--- src/rtl/sdc_pkg.sv ---
package sdc_pkg;
  localparam int NUM_CMD  = 13;
  localparam int CMD_DESEL = 0;
  localparam int CMD_NOP   = 1;
  localparam int CMD_ACT   = 2;
  localparam int CMD_RD    = 3;
  localparam int CMD_WR    = 4;
  localparam int CMD_PRE   = 5;
  localparam int CMD_PREA  = 6;
  localparam int CMD_REF   = 7;
  localparam int CMD_SREF  = 8;
  localparam int CMD_MRS   = 9;
  localparam int CMD_BST   = 10;
  localparam int CMD_PDN   = 11;
  localparam int CMD_SUSP  = 12;
  localparam int CL_MAX    = 3;
endpackage

--- src/rtl/sdc_decode.sv ---
module sdc_decode
  import sdc_pkg::*;
(
  input  logic               cke_prev_i,
  input  logic               cke_cur_i,
  input  logic               cs_ni,
  input  logic               ras_ni,
  input  logic               cas_ni,
  input  logic               we_ni,
  input  logic               all_bit_i,
  input  logic               busy_i,
  output logic [NUM_CMD-1:0] cmd_o
);
  // a falling CKE with an idle bus means power-down, otherwise clock suspend
  logic pd_req;
  assign pd_req = !cke_cur_i && !busy_i;

  always_comb begin
    cmd_o = '0;
    if (!cke_prev_i) begin
      cmd_o[CMD_SUSP] = 1'b1;
    end else if (cs_ni) begin
      if (pd_req) cmd_o[CMD_PDN]   = 1'b1;
      else        cmd_o[CMD_DESEL] = 1'b1;
    end else begin
      unique case ({ras_ni, cas_ni, we_ni})
        3'b000: cmd_o[CMD_MRS] = 1'b1;
        3'b001: if (cke_cur_i) cmd_o[CMD_REF] = 1'b1;
                else           cmd_o[CMD_SREF] = 1'b1;
        3'b010: if (all_bit_i) cmd_o[CMD_PREA] = 1'b1;
                else           cmd_o[CMD_PRE] = 1'b1;
        3'b011: cmd_o[CMD_ACT] = 1'b1;
        3'b100: cmd_o[CMD_WR]  = 1'b1;
        3'b101: cmd_o[CMD_RD]  = 1'b1;
        3'b110: cmd_o[CMD_BST] = 1'b1;
        default: if (pd_req) cmd_o[CMD_PDN] = 1'b1;
                 else        cmd_o[CMD_NOP] = 1'b1;
      endcase
    end
  end
endmodule

--- src/rtl/sdc_bank.sv ---
module sdc_bank #(
  parameter int BA_W = 1,
  parameter int IDX  = 0
) (
  input  logic            clk_i,
  input  logic            rst_ni,
  input  logic            en_i,
  input  logic [BA_W-1:0] ba_i,
  input  logic            act_i,
  input  logic            rd_i,
  input  logic            wr_i,
  input  logic            pre_i,
  input  logic            prea_i,
  input  logic            ap_close_i,
  input  logic [BA_W-1:0] ap_bank_i,
  output logic            open_o,
  output logic            illegal_o
);
  logic hit, ap_hit;
  assign hit    = (ba_i == BA_W'(IDX));
  assign ap_hit = ap_close_i && (ap_bank_i == BA_W'(IDX));

  assign illegal_o = hit && ((act_i && open_o) || ((rd_i || wr_i || pre_i) && !open_o));

  always_ff @(posedge clk_i or negedge rst_ni) begin
    if (!rst_ni) begin
      open_o <= 1'b0;
    end else if (en_i) begin
      if (prea_i || ap_hit || (pre_i && hit && open_o)) open_o <= 1'b0;
      else if (act_i && hit)                            open_o <= 1'b1;
    end
  end
endmodule

--- src/rtl/sdc_data_ctl.sv ---
module sdc_data_ctl
  import sdc_pkg::*;
#(
  parameter int BA_W      = 1,
  parameter int BL_CODE_W = 2
) (
  input  logic                 clk_i,
  input  logic                 rst_ni,
  input  logic                 en_i,
  input  logic                 rd_go_i,
  input  logic                 wr_go_i,
  input  logic                 bst_i,
  input  logic                 ap_req_i,
  input  logic [BA_W-1:0]      bank_i,
  input  logic                 dqm_i,
  input  logic                 cl3_i,
  input  logic [BL_CODE_W-1:0] bl_code_i,
  output logic                 rd_oe_o,
  output logic                 wr_beat_o,
  output logic                 wr_mask_o,
  output logic                 busy_o,
  output logic                 ap_close_o,
  output logic [BA_W-1:0]      ap_bank_o
);
  localparam int MAX_LOG = (1 << BL_CODE_W) - 1;
  localparam int CNT_W   = MAX_LOG + 1;

  logic [CNT_W-1:0]  bl, rd_cnt, wr_cnt, ap_cnt;
  logic [CL_MAX-1:0] rd_pipe, bst_pipe;
  logic [1:0]        dqm_pipe;
  logic              rd_start, bst_hit, rd_win, wr_win;

  assign bl       = CNT_W'(1) << bl_code_i;
  assign rd_start = cl3_i ? rd_pipe[CL_MAX-1]  : rd_pipe[CL_MAX-2];
  assign bst_hit  = cl3_i ? bst_pipe[CL_MAX-1] : bst_pipe[CL_MAX-2];
  assign rd_win   = rd_start || ((rd_cnt != '0) && !bst_hit);
  assign wr_win   = wr_go_i || ((wr_cnt != '0) && !bst_i && !rd_go_i);

  assign rd_oe_o    = rd_win && !dqm_pipe[1];
  assign wr_beat_o  = wr_win;
  assign wr_mask_o  = wr_win && dqm_i;
  assign busy_o     = (|rd_pipe) || (rd_cnt != '0) || (wr_cnt != '0);
  assign ap_close_o = (ap_cnt == CNT_W'(1));

  always_ff @(posedge clk_i or negedge rst_ni) begin
    if (!rst_ni) begin
      rd_pipe   <= '0;
      bst_pipe  <= '0;
      dqm_pipe  <= '0;
      rd_cnt    <= '0;
      wr_cnt    <= '0;
      ap_cnt    <= '0;
      ap_bank_o <= '0;
    end else if (en_i) begin
      rd_pipe  <= {rd_pipe[CL_MAX-2:0], rd_go_i};
      bst_pipe <= {bst_pipe[CL_MAX-2:0], bst_i};
      dqm_pipe <= {dqm_pipe[0], dqm_i};

      if (rd_start)            rd_cnt <= bl - CNT_W'(1);
      else if (bst_hit)        rd_cnt <= '0;
      else if (rd_cnt != '0)   rd_cnt <= rd_cnt - CNT_W'(1);

      if (wr_go_i)                  wr_cnt <= bl - CNT_W'(1);
      else if (bst_i || rd_go_i)    wr_cnt <= '0;
      else if (wr_cnt != '0)        wr_cnt <= wr_cnt - CNT_W'(1);

      if ((rd_go_i || wr_go_i) && ap_req_i) begin
        ap_cnt    <= bl;
        ap_bank_o <= bank_i;
      end else if (ap_cnt != '0) begin
        ap_cnt <= ap_cnt - CNT_W'(1);
      end
    end
  end
endmodule

--- src/rtl/sdram_cmd_mon.sv ---
module sdram_cmd_mon
  import sdc_pkg::*;
#(
  parameter int ADDR_W    = 12,
  parameter int COL_W     = 10,
  parameter int AP_BIT    = 10,
  parameter int NUM_BANKS = 2,
  parameter int BL_CODE_W = 2,
  localparam int BA_W     = (NUM_BANKS > 1) ? $clog2(NUM_BANKS) : 1
) (
  input  logic                 clk_i,
  input  logic                 rst_ni,
  input  logic                 cke_i,
  input  logic                 cs_ni,
  input  logic                 ras_ni,
  input  logic                 cas_ni,
  input  logic                 we_ni,
  input  logic                 dqm_i,
  input  logic [BA_W-1:0]      ba_i,
  input  logic [ADDR_W-1:0]    addr_i,
  input  logic [1:0]           cas_lat_i,
  input  logic [BL_CODE_W-1:0] bl_code_i,
  output logic [NUM_CMD-1:0]   cmd_o,
  output logic [BA_W-1:0]      cmd_bank_o,
  output logic [ADDR_W-1:0]    cmd_addr_o,
  output logic                 auto_pre_o,
  output logic [ADDR_W-1:0]    mode_op_o,
  output logic [NUM_BANKS-1:0] bank_open_o,
  output logic                 rd_oe_o,
  output logic                 wr_beat_o,
  output logic                 wr_mask_o,
  output logic                 pd_o,
  output logic                 sr_o,
  output logic                 illegal_o,
  output logic                 pd_viol_o
);
  logic              s_cke, s_cke_prev, s_cs_n, s_ras_n, s_cas_n, s_we_n, s_dqm;
  logic [BA_W-1:0]   s_ba;
  logic [ADDR_W-1:0] s_addr;

  always_ff @(posedge clk_i or negedge rst_ni) begin
    if (!rst_ni) begin
      s_cke      <= 1'b1;
      s_cke_prev <= 1'b1;
      s_cs_n     <= 1'b1;
      s_ras_n    <= 1'b1;
      s_cas_n    <= 1'b1;
      s_we_n     <= 1'b1;
      s_dqm      <= 1'b0;
      s_ba       <= '0;
      s_addr     <= '0;
    end else begin
      s_cke      <= cke_i;
      s_cke_prev <= s_cke;
      s_cs_n     <= cs_ni;
      s_ras_n    <= ras_ni;
      s_cas_n    <= cas_ni;
      s_we_n     <= we_ni;
      s_dqm      <= dqm_i;
      s_ba       <= ba_i;
      s_addr     <= addr_i;
    end
  end

  logic en, busy, any_open, bank_bad, ap_close, rd_go, wr_go;
  logic [NUM_BANKS-1:0] bank_ill;
  logic [BA_W-1:0]      ap_bank;

  assign en = s_cke_prev;

  sdc_decode u_decode (
    .cke_prev_i (s_cke_prev),
    .cke_cur_i  (s_cke),
    .cs_ni      (s_cs_n),
    .ras_ni     (s_ras_n),
    .cas_ni     (s_cas_n),
    .we_ni      (s_we_n),
    .all_bit_i  (s_addr[AP_BIT]),
    .busy_i     (busy),
    .cmd_o      (cmd_o)
  );

  for (genvar b = 0; b < NUM_BANKS; b++) begin : g_bank
    sdc_bank #(.BA_W(BA_W), .IDX(b)) u_bank (
      .clk_i      (clk_i),
      .rst_ni     (rst_ni),
      .en_i       (en),
      .ba_i       (s_ba),
      .act_i      (cmd_o[CMD_ACT]),
      .rd_i       (cmd_o[CMD_RD]),
      .wr_i       (cmd_o[CMD_WR]),
      .pre_i      (cmd_o[CMD_PRE]),
      .prea_i     (cmd_o[CMD_PREA]),
      .ap_close_i (ap_close),
      .ap_bank_i  (ap_bank),
      .open_o     (bank_open_o[b]),
      .illegal_o  (bank_ill[b])
    );
  end

  assign any_open = |bank_open_o;
  assign bank_bad = |bank_ill;
  assign rd_go    = cmd_o[CMD_RD] && !bank_bad;
  assign wr_go    = cmd_o[CMD_WR] && !bank_bad;

  sdc_data_ctl #(.BA_W(BA_W), .BL_CODE_W(BL_CODE_W)) u_data (
    .clk_i      (clk_i),
    .rst_ni     (rst_ni),
    .en_i       (en),
    .rd_go_i    (rd_go),
    .wr_go_i    (wr_go),
    .bst_i      (cmd_o[CMD_BST]),
    .ap_req_i   (s_addr[AP_BIT]),
    .bank_i     (s_ba),
    .dqm_i      (s_dqm),
    .cl3_i      (cas_lat_i == 2'd3),
    .bl_code_i  (bl_code_i),
    .rd_oe_o    (rd_oe_o),
    .wr_beat_o  (wr_beat_o),
    .wr_mask_o  (wr_mask_o),
    .busy_o     (busy),
    .ap_close_o (ap_close),
    .ap_bank_o  (ap_bank)
  );

  assign illegal_o = bank_bad ||
                     ((cmd_o[CMD_MRS] || cmd_o[CMD_REF] || cmd_o[CMD_SREF]) && any_open);
  assign pd_viol_o = cmd_o[CMD_PDN] && any_open;

  assign cmd_bank_o = s_ba;
  assign auto_pre_o = (cmd_o[CMD_RD] || cmd_o[CMD_WR]) && s_addr[AP_BIT];
  assign cmd_addr_o = (cmd_o[CMD_RD] || cmd_o[CMD_WR]) ?
                      {{(ADDR_W-COL_W){1'b0}}, s_addr[COL_W-1:0]} : s_addr;

  always_ff @(posedge clk_i or negedge rst_ni) begin
    if (!rst_ni) begin
      mode_op_o <= '0;
      pd_o      <= 1'b0;
      sr_o      <= 1'b0;
    end else begin
      if (cmd_o[CMD_MRS] && !any_open) mode_op_o <= s_addr;
      if (cmd_o[CMD_PDN])  pd_o <= 1'b1;
      else if (s_cke)      pd_o <= 1'b0;
      if (cmd_o[CMD_SREF] && !any_open) sr_o <= 1'b1;
      else if (s_cke)                   sr_o <= 1'b0;
    end
  end
endmodule

--- config.mk ---
export PLATFORM = sky130hd
export DESIGN_NAME = sdram_cmd_mon
export DESIGN_NICKNAME = d
export VERILOG_FILES = /design/src/rtl/sdc_pkg.sv /design/src/rtl/sdc_decode.sv /design/src/rtl/sdc_bank.sv /design/src/rtl/sdc_data_ctl.sv /design/src/rtl/sdram_cmd_mon.sv
export SDC_FILE = /design/constraint.sdc
export NUM_CORES = 1
export LEC_CHECK = 0
export ABC_AREA = 1
export CELL_PAD_IN_SITES_DETAIL_PLACEMENT = 2
export CELL_PAD_IN_SITES_GLOBAL_PLACEMENT = 2
export CORE_MARGIN = 2
export CORE_UTILIZATION = 39
export CTS_BUF_LIST = sky130_fd_sc_hd__clkbuf_2 sky130_fd_sc_hd__clkbuf_4 sky130_fd_sc_hd__clkbuf_8
export DETAILED_ROUTE_END_ITERATION = 7
export DONT_BUFFER_PORTS = 1
export HOLD_SLACK_MARGIN = 0.08
export PLACE_DENSITY_LB_ADDON = 0.1
export SLEW_MARGIN = 0
export SYNTH_ARGS = -nofsm -noshare
export SYNTH_HDL_FRONTEND = slang
export SYNTH_SLANG_ARGS = --single-unit
--- constraint.sdc ---
create_clock -name clk_i -period 2.1 [get_ports clk_i]
set_input_delay 0.315 -clock clk_i [delete_from_list [all_inputs] [get_ports clk_i]]
set_output_delay 0.315 -clock clk_i [all_outputs]
set_load 0.02 [all_outputs]
==> results by group <==
Synthesis
  • Post-synthesis register bit count: 57
  • EDFF count, synth: 0
  • Synth area leader: dfrtp_1
  • Area contributors post-synth: dfrtp_1 (45%), nand2_1 (8.1%), dfstp_2 (5.6%)
  • Synth Area per Inst: 9.45 um2
  • Main synth FF type: dfrtp_1
  • Share of the synthesized area in the top cell type: between 40% and 50%
  • Yosys warnings: 0
  • Post-synthesis sequential area ratio: a little over 50%
  • Synth Cell Area: 2830 um2
  • Synthesized Nets: 332
  • Asr flop ratio synth: 100%
  • Yosys cell types: 37
  • Mapped Cells: 300

STA
  • Setup-failing EPs final: 6
  • Unrepaired setup endpoints after global routing: true
  • Worst Max-Slew Pin Slew: approximately 0.56 ns
  • Final critical-path share of the clock period: 105%
  • Hold Vio Cnt, Final: 0
  • Max Freq: roughly 0.45 GHz
  • Crit path time final: ~2.2 ns
  • Worst slew margin: 62.7%
  • Worst Setup Slack, final: -0.0987 ns
  • Max-slew violations: 0
  • Clk_skew: around 0.018 ns

Clocking
  • Clock Tree Buf Depth: 2
  • TritonCTS Buffers: 9
  • Clock Tree Root: clkbuf_8
  • Sinks on Clock Net: 57
  • CTS tree: yes
  • Worst-path clk slew: 0.09 ns
  • Clock latency on the worst-skew pair: between 0.3 and 0.4 ns
  • H-tree depth: 3

Place
  • GP Congestion: 0.778
  • Setup WS pre-CTS: about 0.20 ns
  • Port bufs: 0
  • Placed Area: between 2000 and 3000 um2
  • Detailed Place HPWL: between 5000 and 6000 um

Global routing
  • Gr ovfl total: 0
  • Overall Global Routing Usage: 25.9%
  • Largest net degree at the start of global routing: 58
  • Initial antenna violation count: 0
  • First-pass GRT wire length: 14800 um
  • Number of global-route vias before repair: 2660

Floorplan
  • Placeable Area: ~7100 um2
  • Site Rows: 31
  • DIE AREA: 7960 um2
  • Initial Util: 39.7%
  • DIE WIDTH: 89.2 um
  • IO Pins: 73
  • Die height: 89.2 um

Min path
  • Worst min-delay path class: primary input to flip-flop

Detailed routing
  • WL per Instance: between 20 and 25 um
  • Drt drc: 0
  • Initial drt markers: between 80 and 90
  • Routed WL: approximately 11000 um
  • Via/cell ratio: between 5 and 6
  • DRT antenna net count: 0
  • DR vias: about 2400
  • DR pass1 iterations: 4

Worst setup path
  • Crit path kind: flip-flop to output port
  • Worst path cell trace: inv_4 > nor2_8 > nand3_4 > nand3_4 > nand2_4 > nor3b_2 > buf_4
  • Crit-path slowest cell: dfstp_2
  • CP max stage delay: ~0.62 ns
  • Worst-path maximum fanout: 4
  • Critical Path AT: roughly 1.9 ns
  • Worst EP required: around 1.8 ns
  • Critical path's most frequent cell: nand3_4
  • CP bufs+invs: 2
  • Worst Setup End Kind: output port
  • Top Family by Delay on Critical Path: simple AND/OR/NAND/NOR gates
  • CP startpoint kind: flip-flop

Layout
  • Fin util: 53.4%
  • Final instance area: approximately 3800 um2
  • Layout Nets: 392
  • Layout cell share with drive strength beyond 1: 35.6%
  • Diodes inserted: 0
  • Layout area overhead: 34.5%

Status
  • Outcome: finished, violations left
  • Failing checks: negative setup slack

Power and ir drop
  • P_leak: 1.82 nW
  • Power density over the cells: roughly 1200 nW/um2
  • Max VDD drop: between 0.0006 and 0.0007 V
  • Total power: between 4 and 5 mW

Run
  • # Max-Cap Violations: 0
-- worst min-delay path, delay by kind of cell --
family	cells	cell delay, ns
AOI/OAI and AO/OA	1	0.08
and+or+nand+nor	3	0.16
-- layout by cell type, fill, tap and decap left out, types with 6 or more instances in the layout --
cell           count
nand2_1           58
dfrtp_1           51
buf_4             43
inv_1             25
o21ai_0           23
dlygate4sd3_1     20
nor2_1            12
nand3_1           11
inv_2              9
clkbuf_8           9
nand3_4            7
nor2_4             7
buf_6              7
mux2_4             6
dfstp_2            6
-- routing by layer --
| layer | routed length (um) | vias to the layer above | track usage, % |
|---|---|---|---|
| met5 | 0 | - | 0 |
| met1 | 4060 | 1233 | 29.2 |
| met4 | 399 | 0 | 10.6 |
| li1 | - | 1070 | - |
| met2 | 5960 | 69 | 47.4 |
| met3 | 447 | 29 | 5.36 |
-- stage by stage --
| step | cells | hold slack, ns | TNS, ns |
|---|---|---|---|
| finish | 464 | 0.235 | -0.308 |
| global placement | 404 | 0.0207 | 0 |
| CTS | 453 | 0.220 | -0.0412 |
| floorplan | 300 | 0.0194 | 0 |
| detailed placement | 404 | 0.0206 | 0 |
| global route | 464 | 0.264 | -0.857 |
-- registers in the layout, summed over array words and instances (netlist names), 2 cells and up --
| name | flops |
|---|---|
| g_bank.u_bank.open_o | 2 |
| u_data.ap_cnt | 4 |
| u_data.rd_cnt | 4 |
| u_data.dqm_pipe | 2 |
| s_addr | 12 |
| u_data.bst_pipe | 3 |
| mode_op_o | 12 |
| u_data.wr_cnt | 4 |
| u_data.rd_pipe | 3 |
-- cell type report --
type	instances	area, um2
repair buffers	72	649
multi-input cells	181	1270
clock inverters	7	46.3
clock buffers	9	124
flip-flops and latches	57	1430
well taps	99	124
fillers	742	3330
inverters	39	161
-- cells by family (layout without fill, tap and decap cells) --
group | count (synthesis) | count (layout) | share of synthesized area (%)
adders and majority gates | 7 | 7 | 3.09
DFF | 57 | 57 | 50.6
xor gates and xnor gates | 6 | 6 | 1.85
buffers and inverters | 62 | 127 | 11.2
muxes | 10 | 10 | 4.77
and+or+nand+nor | 120 | 120 | 21.1
AOI/OAI and AO/OA | 38 | 38 | 7.42
-- path summary, 6_finish.rpt --
kind	from	to	slack [ns]	cells after the start
max in group asynchronous	rst_ni	s_ras_n	1.27	2
min in group asynchronous	rst_ni	g_bank[0].u_bank.open_o	0.51	2
setup reg to reg	en	u_data.wr_cnt[0]	0.06	10
hold reg to reg	u_data.dqm_pipe[1]	u_data.dqm_pipe[1]	0.48	2
setup / recovery	en	wr_mask_o	-0.1	7
hold / removal	bl_code_i[1]	u_data.ap_cnt[3]	0.24	4
-- where the power goes --
part	total [mW]	internal (mW)	switching, mW
combinational	1.82	0.762	1.06
sequential	1.70	1.35	0.346
clock	0.933	0.425	0.509
total	4.45	2.54	1.91
-- cells in the mapped netlist, types with 2 or more instances --
cell	number
nand2_1	61
dfrtp_1	51
inv_1	37
o21ai_0	23
buf_4	20
nand3_1	15
nor2_1	14
ha_1	7
nor3_1	7
dfstp_2	6
mux2_4	6
mux2_2	4
o22ai_1	4
xor2_1	4
a21oi_1	3
nand2_2	3
nand4_1	3
nor2_2	3
nor2_4	3
o21ai_1	3
a21boi_1	2
clkbuf_1	2
nand3_2	2
nand3b_1	2
nor3b_1	2
xnor2_1	2
-- repair_timing --
item	CTS	global route
pin swaps	11	16
setup endpoints to repair	6	14
buffers inserted	12	11
hold buffers	21	0
gates resized for setup	27	29
hold endpoints to repair	76	0
No activity file was read; power rests on OpenSTA's default activity.
